**config.mk**
```make
export PLATFORM = sky130hd
export DESIGN_NAME = burst_col_gen
export DESIGN_NICKNAME = d
export VERILOG_FILES = /design/src/rtl/bcg_pkg.sv /design/src/rtl/bcg_mode_decode.sv /design/src/rtl/bcg_col_calc.sv /design/src/rtl/burst_col_gen.sv
export SDC_FILE = /design/constraint.sdc
export NUM_CORES = 1
export LEC_CHECK = 0
export BUFFER_PORTS_ARGS = -buffer_cell sky130_fd_sc_hd__buf_2
export CAP_MARGIN = 5
export CORE_AREA = 4 4 57 59
export CTS_BUF_LIST = sky130_fd_sc_hd__clkbuf_16
export DETAILED_ROUTE_END_ITERATION = 12
export DIE_AREA = 0 0 61 63
export PLACE_DENSITY = 0.88
export SYNTH_ARGS = -nofsm -noshare
export SYNTH_HDL_FRONTEND = slang
export SYNTH_SLANG_ARGS = --single-unit
export TNS_END_PERCENT = 50
```
**constraint.sdc**
```tcl
create_clock -name clk -period 5.4 [get_ports clk]
set_input_delay 1.62 -clock clk [delete_from_list [all_inputs] [get_ports clk]]
set_output_delay 1.62 -clock clk [all_outputs]
set_load 0.005 [all_outputs]
```
**src/rtl/bcg_pkg.sv**
```systemverilog
package bcg_pkg;

    localparam int MODE_W  = 10;
    localparam int BT_BIT  = 3;
    localparam int WBS_BIT = 9;

    typedef enum logic [2:0] {
        LEN_ONE   = 3'b000,
        LEN_TWO   = 3'b001,
        LEN_FOUR  = 3'b010,
        LEN_EIGHT = 3'b011,
        LEN_PAGE  = 3'b111
    } len_code_e;

    typedef struct packed {
        logic       page;
        logic       ilv;
        logic       err;
        logic [1:0] len_log2;
    } burst_cfg_t;

    function automatic burst_cfg_t decode_len(input logic [2:0] code, input logic ilv);
        burst_cfg_t c;
        c.page     = 1'b0;
        c.ilv      = ilv;
        c.err      = 1'b0;
        c.len_log2 = 2'd0;
        case (code)
            LEN_ONE:   c.len_log2 = 2'd0;
            LEN_TWO:   c.len_log2 = 2'd1;
            LEN_FOUR:  c.len_log2 = 2'd2;
            LEN_EIGHT: c.len_log2 = 2'd3;
            LEN_PAGE:  c.page     = 1'b1;
            default:   c.err      = 1'b1;
        endcase
        if (c.page && ilv) c.err = 1'b1;
        if (c.err) begin
            c.page     = 1'b0;
            c.len_log2 = 2'd0;
        end
        return c;
    endfunction

endpackage

```
**src/rtl/bcg_mode_decode.sv**
```systemverilog
module bcg_mode_decode
    import bcg_pkg::*;
#(
    parameter int COL_W = 8
) (
    input  logic [MODE_W-1:0] mode_i,
    input  logic              wr_i,
    output burst_cfg_t        cfg_o,
    output logic [COL_W-1:0]  mask_o
);
    burst_cfg_t raw;

    always_comb begin
        raw   = decode_len(mode_i[2:0], mode_i[BT_BIT]);
        cfg_o = raw;
        if (wr_i && mode_i[WBS_BIT]) begin
            cfg_o.page     = 1'b0;
            cfg_o.len_log2 = 2'd0;
        end
    end

    for (genvar i = 0; i < COL_W; i++) begin : g_mask
        assign mask_o[i] = cfg_o.page || (i < int'(cfg_o.len_log2));
    end

endmodule

```
**src/rtl/bcg_col_calc.sv**
```systemverilog
module bcg_col_calc #(
    parameter int COL_W = 8
) (
    input  logic [COL_W-1:0] base_i,
    input  logic [COL_W-1:0] beat_i,
    input  logic [COL_W-1:0] mask_i,
    input  logic             ilv_i,
    output logic [COL_W-1:0] col_o
);
    logic [COL_W-1:0] walk;

    always_comb begin
        walk  = ilv_i ? (base_i ^ beat_i) : (base_i + beat_i);
        col_o = (base_i & ~mask_i) | (walk & mask_i);
    end

endmodule

```
**src/rtl/burst_col_gen.sv**
```systemverilog
module burst_col_gen
    import bcg_pkg::*;
#(
    parameter int COL_W = 8
) (
    input  logic              clk,
    input  logic              rst,
    input  logic              start_i,
    input  logic              term_i,
    input  logic              wr_i,
    input  logic [COL_W-1:0]  col_i,
    input  logic [MODE_W-1:0] mode_i,
    output logic              col_valid_o,
    output logic [COL_W-1:0]  col_o,
    output logic              col_last_o,
    output logic              cfg_err_o
);
    burst_cfg_t       cfg_d;
    logic [COL_W-1:0] mask_d;

    logic             act_q;
    logic [COL_W-1:0] base_q;
    logic [COL_W-1:0] beat_q;
    logic [COL_W-1:0] mask_q;
    logic             ilv_q;
    logic             page_q;
    logic             err_q;
    logic             at_end;

    bcg_mode_decode #(.COL_W(COL_W)) i_dec (
        .mode_i (mode_i),
        .wr_i   (wr_i),
        .cfg_o  (cfg_d),
        .mask_o (mask_d)
    );

    bcg_col_calc #(.COL_W(COL_W)) i_calc (
        .base_i (base_q),
        .beat_i (beat_q),
        .mask_i (mask_q),
        .ilv_i  (ilv_q),
        .col_o  (col_o)
    );

    assign at_end = !page_q && (beat_q == mask_q);

    always_ff @(posedge clk) begin
        if (rst) begin
            act_q  <= 1'b0;
            base_q <= '0;
            beat_q <= '0;
            mask_q <= '0;
            ilv_q  <= 1'b0;
            page_q <= 1'b0;
            err_q  <= 1'b0;
        end else if (start_i) begin
            act_q  <= 1'b1;
            base_q <= col_i;
            beat_q <= '0;
            mask_q <= mask_d;
            ilv_q  <= cfg_d.ilv;
            page_q <= cfg_d.page;
            err_q  <= cfg_d.err;
        end else if (act_q) begin
            if (term_i || at_end) act_q <= 1'b0;
            else                  beat_q <= beat_q + 1'b1;
        end
    end

    assign col_valid_o = act_q;
    assign col_last_o  = act_q && at_end;
    assign cfg_err_o   = err_q;

    assert_start_loads_R2: assert property (@(posedge clk) disable iff (rst)
        start_i |=> (col_valid_o && col_o == $past(col_i)));

    assert_last_in_burst_R3: assert property (@(posedge clk) disable iff (rst)
        col_last_o |-> col_valid_o);

    assert_end_after_last_R3: assert property (@(posedge clk) disable iff (rst)
        (col_last_o && !start_i) |=> !col_valid_o);

    assert_page_steps_R6: assert property (@(posedge clk) disable iff (rst)
        (col_valid_o && page_q && !start_i && !term_i) |=>
            (col_valid_o && col_o == COL_W'($past(col_o) + 1'b1)));

    assert_err_single_R9: assert property (@(posedge clk) disable iff (rst)
        (cfg_err_o && col_valid_o) |-> col_last_o);

    assert_term_stops_R10: assert property (@(posedge clk) disable iff (rst)
        (term_i && !start_i) |=> !col_valid_o);

endmodule

```
# [After elaboration in Yosys (flattened, before gate mapping)]
# Cells that the tools add are included.
[word_totals] regBits=24 input_bits=23 output_inout_bits=11 wordCells=48
[op_classes] addsub=2 n_lt_le_gt_ge=3 n_eq_ne=5 muxes=12 n_bitwise=6 reduce_logical=13
[op_table] cell="bitwise AND 8 bit" count=2
[op_table] cell="adder 8 x 1 -> 8 bit (second input constant)" count=1
[op_table] cell="adder 8 bit" count=1
[op_table] cell="== test 8 bit" count=1
[op_table] cell="2-to-1 mux 1 bit" count=8
[op_table] cell="2-to-1 mux 8 bit" count=1
[op_table] cell="inverter 8 bit" count=1
[op_table] cell="OR 8 bit" count=1
[op_table] cell="XOR 8 bit" count=1
[op_table] cell="== test 3 x 2 -> 1 bit (second input constant)" count=2
[op_table] cell="case mux 2 bit (3 select lines)" count=1
[op_table] cell="OR reduction 5 bit" count=1
[op_table] cell="logical AND 1 bit" count=4
[op_table] cell="logical OR 1 bit" count=4
[op_table] cell="less-than comparator 1 x 2 -> 1 bit (first input constant)" count=2
[op_table] cell="2-to-1 mux 2 bit" count=2
[op_table] cell="== test 3 x 1 -> 1 bit (second input constant)" count=1
[op_table] cell="== test 3 bit (second input constant)" count=1
[op_table] cell="logical NOT 3 bit" count=1
[op_table] cell="less-than comparator 2 bit (first input constant)" count=1
[op_table] cell="AND reduction 2 bit" count=1
[op_table] cell="OR reduction 2 bit" count=1
[op_table] cell="logical NOT 1 bit" count=1
[op_table] cell="inverter 1 bit" count=1

# [Logic depth before layout (Yosys ltp)]
[logic_depth] depth_word=8 depth_mapped=8 mapped_depth_nobuf=8

# [Cells and area by module]
# From an unflattened synthesis, not the netlist that was laid out.
[unflattened] hier_cells=199 area_unflattened_um2=1780.5
[modules_own_cells] module="burst_col_gen" n_inst=1 cells_each=125 area_each_um2=1241.2 seq_area_each_um2=560.5
[modules_own_cells] module="bcg_col_calc" n_inst=1 cells_each=55 area_each_um2=401.6 seq_area_each_um2=0.0
[modules_own_cells] module="bcg_mode_decode" n_inst=1 cells_each=19 area_each_um2=137.6 seq_area_each_um2=0.0

# [Worst setup path before layout]
# OpenSTA, ideal clock, no wires.
[synth_path] path_type="flip-flop to output port" startpoint="register beat_q[0]" endpoint="output col_o[4]" arrival_ns=1.603 required_ns=3.780 slack_ns=2.177 stages_incl_launch_ff=9 path_buffers=0 cell_sequence="dfxtp_1 -> ha_1 -> inv_1 -> fa_1 -> nor2b_1 -> o21ai_0 -> a21oi_1 -> xnor2_1 -> a21oi_1"
[synth_between] elab_chain_cells=4
[synth_rtl] element="from (decl)" line="burst_col_gen.sv:23" text="logic [COL_W-1:0] beat_q;"
[synth_rtl] element="from (signal assigned)" line="burst_col_gen.sv:66" text="else beat_q <= beat_q + 1'b1;"
[synth_rtl] element="adder 8 bit" line="bcg_col_calc.sv:13" text="walk = ilv_i ? (base_i ^ beat_i) : (base_i + beat_i);"
[synth_rtl] element="2-to-1 mux 8 bit" line="bcg_col_calc.sv:13"
[synth_rtl] element="bitwise AND 8 bit" line="bcg_col_calc.sv:14" text="col_o = (base_i & ~mask_i) | (walk & mask_i);"
[synth_rtl] element="OR 8 bit" line="bcg_col_calc.sv:14"
[synth_rtl] element="to (decl)" line="burst_col_gen.sv:14" text="output logic [COL_W-1:0] col_o,"
# Every way passes these cells.

# [Worst setup path in the final report]
# Same ends and word-level chain as after synthesis.

==> impl_metrics.yaml <==
setup_path:
  worstSetupStartpoint: "beat_q[0]$_SDFFE_PP0P_"
  path_delay_family: "adder cells"
  cpPeakStageDelay_ns: 0.44
  path_buf_inv: 2
  worstSetupPathType: "flop to output port"
  path_cells: "ha_1, inv_1, fa_1, nor2b_1, o21ai_0, a21oi_1, xnor2_1, a21oi_1, buf_2"
  critPathMostFrequentCell: "a21oi_1"
  r2r-start: "mask_q[3]$_SDFFE_PP0P_"
  path_depth: 9
  required_ns: 3.78
  worstSetupStartpointType: "flop"
  worstPathArrival_ns: 2.21
  critical-path-slowest-cell: "dfxtp_1"
  worst_r2r_path_depth: 5
  cp-end-kind: "output port"
  path_max_fanout: 5
cells_and_area:
  nFillCells: 246
  regArea_um2: 460
  n_antenna_cell: 0
  stdcell_count: 236
  syn2layout_area_growth_pct: 15.3
  multi_input_area_um2: 913
  fin_nets: 238
  final_cell_area_mm2: 0.00166
  drive_gt1_share_pct: 16.6
pwr:
  leakage_nw: 0.762
  peakVddDrop_mv: 0.206
  power_per_cell_area_mw_per_mm2: 233
  p_total_mw: 0.387
routing:
  vias_per_cell: 5.55
  routed_wl_um: 3100
  met2_wirelength_um: 1470
  detail-route-antenna-nets: 0
  via_count: 1309
  drt-initial-drc-count: 34
  dr.max_layer_used: "met4"
  met3_length_um: 193
  wl_per_cell_um: 13.1
  firstDrtPassIters: 4
  drc: 0
  wl_met1_um: 1370
logic_synthesis:
  postSynthCellCount: 180
  yosysSeqAreaShare_pct: 31.9
  yosysWarningCount: 0
  synth_nets: 212
  synth_seq_cells: 23
  synth.distinct_cells: 38
  async_flop_share_pct: 0
  synthFlopType: "dfxtp_1"
  avgSynthCellArea_um2: 8.01
  syn_area_mm2: 0.00144
  synth-edff-count: 0
sta:
  maxSlewViolCount: 0
  fin_crit_ns: 3.83
  worstMarginPinSlew_ns: 0.403
  clock_skew_ns: 0.00419
  timing.fmax_mhz: 261
  finalCritPeriodShare_pct: 70.9
  setup_slack_ns: 1.57
  rsz0062_at_grt: "false"
  hold_viol_final: 0
  setup_violations: 0
  finalSetupTns_ns: 0
  slew_headroom_pct: 72.5
clock_tree:
  postCtsResizedCells: 0
  cts_tree: "done"
  htree_levels: 1
  cts_setup_buffers: 0
  cts.sinks: 23
  holdBufCountCts: 0
  numCtsBuffers: 3
  clk_pin_slew_ns: 0.06
  insertion_delay_ns: 0.26
  clockBufferDepth: 2
  cts_root_buffer: "clkbuf_16"
placed_design:
  dp_slack_ns: 1.87
  finalWeightedCongestion: 0.855
  hpwl_um: 2260
  portBuffers: 28
  dp.cells: 232
  placed_cell_area_mm2: 0.00158
flow_run:
  maxCapViolCount: 0
grt:
  grt_pass1_vias: 1282
  grt_pass1_wl_um: 5400
  antenna_found_initial: 0
  grt_max_degree: 18
  overflow: 0
  grt.total_usage_pct: 18.3
floorplanning:
  dieArea_mm2: 0.00384
  die_width_um: 61
  die_h_um: 63
  core_area_mm2: 0.00271
  rows: 19
  initial_core_util_pct: 53.2
  ios: 34
min_path:
  min-delay-start: "cfg_err_o$_SDFFE_PP0P_"
  hold_depth: 2
  hold_class: "flop to flop"
run_status:
  status: "finished clean"
-- final timing paths --
path,to,slack [ns]
worst max-delay path,col_o[4],1.57
worst min-delay path,cfg_err_o$_SDFFE_PP0P_,0.49
worst max register to register,beat_q[3]$_SDFFE_PP0P_,3.80
worst min register to register,cfg_err_o$_SDFFE_PP0P_,0.49
-- flip-flops by register name (all words and copies together), names as in the netlist --
signal       cells
cfg_err_o        1
ilv_q            1
beat_q           8
col_valid_o      1
base_q           8
mask_q           4
-- final cells by class --
cell class	count	area share, %
clock inverters	1	0.226
multi-input cells	142	55.0
repair buffers	28	8.43
inverters	8	1.81
flip-flops and latches	23	27.7
clock buffers	3	4.52
well taps	31	2.33
-- worst min-delay path: stages, from the launching register on --
cell	delay [ns]
dfxtp_1	0.32
a21oi_1	0.06
nor2_1	0.07
-- cells in the final DEF, fill, tap and decap left out, drive strengths merged, types with 2 or more instances in the layout --
cell type and n:
o21ai 11, mux2i 11, nor2 28, a2111oi 2, o211ai 3, ha 8, buf 28, xnor2 8
nand2b 3, a21o 2, and2 3, xor2 4, inv 9, nor4 2, nor3 3, clkbuf 3
and3 3, a21oi 15, nand3 6, nand2 16, dfxtp 23, or3 2
-- power breakdown --
group	internal (mW)	total [mW]	leakage (nW)	switching [mW]
clock network	0.0988	0.157	0.0423	0.0585
registers	0.176	0.182	0.188	0.00629
logic	0.0222	0.0480	0.531	0.0258
total	0.297	0.387	0.762	0.0906
-- cell families after synthesis --
group | Yosys count | share of synthesized area (%)
xor gates and xnor gates | 12 | 7.29
and+or+nand+nor | 72 | 23.4
AOI/OAI and AO/OA | 37 | 15.9
muxes | 12 | 8.42
adders and majority gates | 9 | 8.33
buffers and inverters | 15 | 4.69
DFF | 23 | 31.9
-- Yosys cell counts, types with 2 or more instances --
cell type  number  area, um^2
o21ai_0         7        35.0
nand2b_1        3        18.8
a21oi_1        15        75.1
clkbuf_1        3        11.3
nor3_1          3        15.0
a2111oi_0       2        17.5
or3_1           2        12.5
xnor2_1         8        70.1
and2_1          3        18.8
ha_1            8         100
o211ai_1        3        22.5
buf_2           3        15.0
nand2_1        16        60.1
o21ai_1         3        15.0
xor2_1          4        35.0
nor2_1         28         105
nor4_1          2        12.5
dfxtp_1        23         460
nand3_1         5        25.0
and3_1          3        18.8
a21o_1          2        15.0
inv_1           8        30.0
mux2i_1        11         110
-- layer usage --
metal | track usage (%) | up-vias
li1 | - | 678
met1 | 22.6 | 590
met2 | 29.5 | 34
met3 | 3.10 | 7
met4 | 9.49 | 0
met5 | 0 | -
-- stage by stage --
stage / hold slack (ns) / utilization [%]
2_1_floorplan: 0.470 / -
3_3_place_gp: 0.476 / 58.4
3_5_place_dp: 0.480 / 58.4
4_1_cts: 0.497 / 61.3
5_1_grt: 0.537 / 61.3
6_report: 0.492 / 61.3
Power figures use the tool's default switching activity.
